### config.mk
export PLATFORM = sky130hd
export DESIGN_NAME = tblwr_lane_fmt
export DESIGN_NICKNAME = d
export VERILOG_FILES = /design/src/rtl/tlf_pkg.sv /design/src/rtl/tlf_hold_reg.sv /design/src/rtl/tlf_lane_decode.sv /design/src/rtl/tlf_out_reg.sv /design/src/rtl/tblwr_lane_fmt.sv
export SDC_FILE = /design/constraint.sdc
export NUM_CORES = 1
export LEC_CHECK = 0
export ABC_CLOCK_PERIOD_IN_PS = 1300
export BUFFER_PORTS_ARGS = -buffer_cell sky130_fd_sc_hd__buf_2
export CAP_MARGIN = 20
export CORE_UTILIZATION = 40
export CTS_CLUSTER_SIZE = 25
export DETAILED_ROUTE_END_ITERATION = 7
export GPL_TIMING_DRIVEN = 0
export HOLD_SLACK_MARGIN = 0.08
export PLACE_DENSITY_LB_ADDON = 0.3
export SYNTH_ARGS = -nofsm -noshare
export SYNTH_HDL_FRONTEND = slang
export SYNTH_SLANG_ARGS = --single-unit
### constraint.sdc
create_clock -name clk -period 1.3 [get_ports clk]
set_input_delay 0.065 -clock clk [delete_from_list [all_inputs] [get_ports clk]]
set_output_delay 0.065 -clock clk [all_outputs]
set_load 0.005 [all_outputs]
### src/rtl/tlf_pkg.sv
package tlf_pkg;

  localparam int BYTE_W = 8;
  localparam int LANES  = 2;
  localparam int WORD_W = BYTE_W * LANES;

  typedef enum logic [1:0] {
    WM_BYTE_WR  = 2'b00,
    WM_BYTE_SEL = 2'b01,
    WM_WORD     = 2'b10,
    WM_WORD_ALT = 2'b11
  } wmode_e;

  typedef struct packed {
    logic oe;
    logic wrh_n;
    logic wrl_n;
    logic ub_n;
    logic lb_n;
  } lane_ctl_t;

  localparam lane_ctl_t CTL_IDLE = '{oe: 1'b0, wrh_n: 1'b1, wrl_n: 1'b1, ub_n: 1'b1, lb_n: 1'b1};

  function automatic logic is_word_mode(wmode_e m);
    return m[1];
  endfunction

  // Strobe and enable pattern for one request
  function automatic lane_ctl_t lane_ctl(wmode_e m, logic odd);
    lane_ctl_t c;
    c = CTL_IDLE;
    if (is_word_mode(m)) begin
      if (odd) begin
        c.oe = 1'b1; c.wrh_n = 1'b0; c.ub_n = 1'b0; c.lb_n = 1'b0;
      end
    end else if (m == WM_BYTE_SEL) begin
      c.oe = 1'b1; c.wrh_n = 1'b0; c.ub_n = ~odd; c.lb_n = odd;
    end else begin
      c.oe = 1'b1; c.wrh_n = ~odd; c.wrl_n = odd;
    end
    return c;
  endfunction

  // Byte placed on a given lane
  function automatic logic [BYTE_W-1:0] lane_pick(wmode_e m, int lane,
                                                  logic [BYTE_W-1:0] b,
                                                  logic [BYTE_W-1:0] held);
    if (is_word_mode(m) && lane == 0) return held;
    return b;
  endfunction

endpackage

### src/rtl/tlf_hold_reg.sv
module tlf_hold_reg #(
  parameter int W = 8
) (
  input  logic         clk,
  input  logic         rst_n,
  input  logic         load,
  input  logic [W-1:0] d,
  output logic [W-1:0] q
);
  always_ff @(posedge clk or negedge rst_n) begin
    if (!rst_n)    q <= '0;
    else if (load) q <= d;
  end
endmodule

### src/rtl/tlf_lane_decode.sv
module tlf_lane_decode
  import tlf_pkg::*;
(
  input  wmode_e                  mode,
  input  logic                    odd,
  input  logic [BYTE_W-1:0]       wbyte,
  input  logic [BYTE_W-1:0]       held,
  output logic [WORD_W-1:0]       data,
  output lane_ctl_t               ctl
);
  for (genvar g = 0; g < LANES; g++) begin : g_lane
    assign data[g*BYTE_W +: BYTE_W] = lane_pick(mode, g, wbyte, held);
  end
  assign ctl = lane_ctl(mode, odd);
endmodule

### src/rtl/tlf_out_reg.sv
module tlf_out_reg
  import tlf_pkg::*;
#(
  parameter int AW = 20
) (
  input  logic              clk,
  input  logic              rst_n,
  input  logic              req,
  input  logic [AW-1:0]     addr_d,
  input  logic              sel_d,
  input  logic [WORD_W-1:0] data_d,
  input  lane_ctl_t         ctl_d,
  output logic [AW-1:0]     addr_q,
  output logic              sel_q,
  output logic [WORD_W-1:0] data_q,
  output lane_ctl_t         ctl_q
);
  always_ff @(posedge clk or negedge rst_n) begin
    if (!rst_n) begin
      addr_q <= '0;
      sel_q  <= 1'b0;
      data_q <= '0;
      ctl_q  <= CTL_IDLE;
    end else if (req) begin
      addr_q <= addr_d;
      sel_q  <= sel_d;
      data_q <= data_d;
      ctl_q  <= ctl_d;
    end else begin
      ctl_q  <= CTL_IDLE;
    end
  end
endmodule

### src/rtl/tblwr_lane_fmt.sv
module tblwr_lane_fmt
  import tlf_pkg::*;
#(
  parameter int PTR_W = 21
) (
  input  logic               clk,
  input  logic               rst_n,
  input  logic               wr_req,
  input  logic [1:0]         wr_mode,
  input  logic [PTR_W-1:0]   wr_ptr,
  input  logic [7:0]         wr_byte,
  output logic [PTR_W-2:0]   bus_addr,
  output logic [15:0]        bus_data,
  output logic               bus_data_oe,
  output logic               byte_sel,
  output logic               wr_hi_n,
  output logic               wr_lo_n,
  output logic               ub_n,
  output logic               lb_n
);
  localparam int AW = PTR_W - 1;

  wmode_e              mode;
  logic                ptr_odd;
  logic                hold_load;
  logic [BYTE_W-1:0]   held_byte;
  logic [WORD_W-1:0]   next_data;
  lane_ctl_t           next_ctl;
  lane_ctl_t           ctl_q;

  assign mode      = wmode_e'(wr_mode);
  assign ptr_odd   = wr_ptr[0];
  assign hold_load = wr_req && is_word_mode(mode) && !ptr_odd;

  tlf_hold_reg #(.W(BYTE_W)) hold_i (
    .clk(clk), .rst_n(rst_n), .load(hold_load), .d(wr_byte), .q(held_byte)
  );

  tlf_lane_decode dec_i (
    .mode(mode), .odd(ptr_odd), .wbyte(wr_byte), .held(held_byte),
    .data(next_data), .ctl(next_ctl)
  );

  tlf_out_reg #(.AW(AW)) out_i (
    .clk(clk), .rst_n(rst_n), .req(wr_req),
    .addr_d(wr_ptr[PTR_W-1:1]), .sel_d(ptr_odd),
    .data_d(next_data), .ctl_d(next_ctl),
    .addr_q(bus_addr), .sel_q(byte_sel), .data_q(bus_data), .ctl_q(ctl_q)
  );

  assign bus_data_oe = ctl_q.oe;
  assign wr_hi_n     = ctl_q.wrh_n;
  assign wr_lo_n     = ctl_q.wrl_n;
  assign ub_n        = ctl_q.ub_n;
  assign lb_n        = ctl_q.lb_n;
endmodule

==> key figures <==
Floorplanning
  • Initial core utilization: 41.7%
  • # rows: 25
  • Die Y-Extent: 72.2 um
  • Die Area: 0.00521 sq mm
  • I/O Pins: 76
  • Core area: 0.00472 sq mm
  • Die width: 72.2 um

Routing
  • Initial DRC count: 25
  • Vias: 1,415
  • DRC: 0
  • Antenna viol nets, final: 0
  • Drt wl/cell: 13.3 um
  • Final wirelength: 4120 um
  • Routed vias/inst: 4.56
  • Drt pass-1 iters: 6

Global routing
  • Vias in the first global route: 1,537
  • Remaining global-route overflow: 0
  • Initial antenna violation count: 0
  • First-pass GRT wire length: 6940 um
  • Largest net degree at the start of global routing: 29
  • Gr usage total: 17.7%

Clocking
  • CTS clk-pin slew, worst paths: 0.08 ns
  • CTS HTree Levels: 2
  • Clock sinks: 50
  • CTS resizes: 0
  • Total CTS buffers: 5
  • TritonCTS clock tree: built
  • CTS max path bufs: 2
  • Clock root buffer: clkbuf_8
  • Worst-Skew Late Latency: 0.29 ns

Power and ir drop
  • Power share of the clock group: 25.8%
  • P_leak: 1.34 nW
  • Reg power frac: 55.9%
  • Pwr Density: 1150 mW/mm^2
  • Int Power: 0.00248 W
  • Sw frac: 23.8%
  • Combinational fraction of design power: 18.2%
  • Sw Pwr: 0.000774 W
  • Peak VDD IR: 0.637 mV
  • Tot Pwr: 0.00326 W

Cells and area
  • Ant diodes: 0
  • Filler cells: 400
  • Layout net count: 276
  • Fin util: 59.9%
  • Share of post-route cells with drive strength above 1: 53.1%
  • Design Area, Final: 0.00283 sq mm
  • Syn-to-layout area delta: 43.6%

Synthesis
  • Synth Area per Inst: 15.2 sq um
  • Synth top area share: 58.4%
  • Count of cell types in the netlist: 18
  • Synthesized Nets: 164
  • Top cells by area, synth: dfrtp_1 (58%), mux2_2 (21%), dfstp_2 (5.3%)
  • Share of flip-flops with an asynchronous set or reset: 100%
  • Mapped Cells: 130
  • Synthesized flop and latch total: 50
  • Cell Area, Synth: 0.00197 sq mm
  • Synth Flop Type: dfrtp_1
  • Sequential area share after synthesis: 63.7%
  • Synth warn: 0
  • Area leader, netlist: dfrtp_1
  • Post-synth EDFFs: 0
  • Most common cell in the netlist: dfrtp_1
  • Synth cell count leaders: dfrtp_1 (46), mux2_2 (37), nor2_1 (9)

Run
  • Max capacitance violation total: 0

STA
  • Setup_tns: 0 ns
  • Max Freq: 871 MHz
  • Final setup viols: 0
  • Clock Skews: 0.00702 ns
  • Fin crit share: 88.3%
  • Final Max Tran Viols: 0
  • Final Hold Fails: 0
  • Worst Tran Pin Value: 0.548 ns
  • Max transition margin: 63.5%
  • Min Tclk post-route: 1.15 ns
  • Unrepaired setup endpoints after global routing: false

Setup path
  • Flop-to-flop setup slack: 0.54 ns
  • Worst setup EP type: register
  • Crit Path Category: input port to register
  • FF-to-FF path depth: 1
  • R2r endpoint: out_i.addr_q[13]
  • Reg2reg start: out_i.addr_q[13]
  • Crit. Startpoint: wr_ptr[0]
  • Type of origin of the critical path: input port
  • Critical Path RT: 1.48 ns
  • CP Data Arrival Time: 1.32 ns
  • CP Max Fanout: 8

Placed design
  • Port bufs: 73
  • Post-Place Cell Area: 0.00244 sq mm
  • Post-DP HPWL: 2610 um
  • Placer Congestion: 0.661

Min path
  • Hold crit path type: input port to register
  • Hold wc startpoint: wr_mode[1]
  • Hold Path Stages: 3
  • Hold worst-path end: out_i.ctl_q[3]

Run status
  • Status: completed
## critical path, cell delays in order
cell           delay, ns
dlygate4sd3_1       0.52
buf_2               0.16
nand3b_4            0.22
mux2_2              0.35
## layout make-up
| cell class | count | area (sq um) | share of cell area (%) |
|---|---|---|---|
| sequential | 50 | 1260 | 44.4 |
| timing repair buffer | 105 | 696 | 24.6 |
| inverter | 1 | 3.75 | 0.133 |
| buffer | 8 | 70.1 | 2.48 |
| tap | 67 | 83.8 | 2.96 |
| clock buffer | 8 | 80.1 | 2.83 |
| multi-input combinational | 71 | 641 | 22.6 |
## per-stage QoR
step / std cells / hold WS, ns / setup slack (ns)
global route: 310 / 0.109 / 0.115
finish: 310 / 0.103 / 0.152
CTS: 311 / 0.0953 / 0.0990
global placement: 270 / 0.275 / 0.241
detailed placement: 271 / 0.0838 / 0.379
floorplan: 130 / -0.231 / 0.518
## power groups by stage
stage          Combinational [W]  Clock, W  Sequential, W
2_1_floorplan           0.000248         0        0.00186
3_3_place_gp            0.000513         0        0.00184
3_5_place_dp            0.000529         0        0.00185
4_1_cts                 0.000604  0.000892        0.00182
5_1_grt                 0.000664  0.000952        0.00185
6_report                0.000594  0.000840        0.00182
## metal layers
metal / GRT usage (%) / up-vias / wire length, um
li1: - / 671 / -
met1: 20.7 / 691 / 1790
met2: 31.9 / 49 / 2080
met3: 5.28 / 4 / 211
met4: 4.36 / 0 / 32
met5: 0 / - / 0
## state kept, by name (all words and copies together) (netlist names)
| signal | count |
|---|---|
| out_i.data_q | 16 |
| out_i.ctl_q | 5 |
| hold_i.q | 8 |
| out_i.addr_q | 20 |
| out_i.sel_q | 1 |
## kinds of logic (layout without fill, tap and decap cells)
| group | count (synthesis) | after routing | share of synthesized area, % |
|---|---|---|---|
| compound gates | 12 | 12 | 3.30 |
| flops | 50 | 50 | 63.7 |
| simple gates | 14 | 14 | 4.00 |
| mux | 45 | 45 | 25.2 |
| buf+inv | 9 | 122 | 3.75 |
## cells in the final DEF (no fill, tap or decap)
cell           instances
buf_12                 1
dfrtp_1               46
nor3b_1                1
clkbuf_1               3
mux2i_1                8
dlygate4sd3_1         31
o21ai_0                2
and2_1                 1
nand3_1                1
buf_6                  4
clkbuf_8               5
a21boi_0               1
a21oi_1                8
buf_4                  2
nand3b_4               1
mux2_2                37
inv_1                  1
nor2_1                 9
buf_2                 75
dfstp_2                4
nor2b_1                1
o211ai_1               1
## worst max path at each step
| stage | end | slack, ns |
|---|---|---|
| final | hold_i.q[1] | 0.15 |
| after global routing | hold_i.q[7] | 0.12 |
| after CTS | out_i.ctl_q[1] | 0.1 |
| after detailed placement | hold_i.q[1] | 0.38 |
| after global placement | out_i.addr_q[4] | 0.24 |
| after floorplan | out_i.addr_q[0] | 0.52 |
## timing repair
item,CTS,global route
hold buffers,32,0
buffers inserted,0,0
endpoints found under the hold margin,61,0
endpoints found under the setup margin,0,1
No activity file was read; power rests on OpenSTA's default activity.
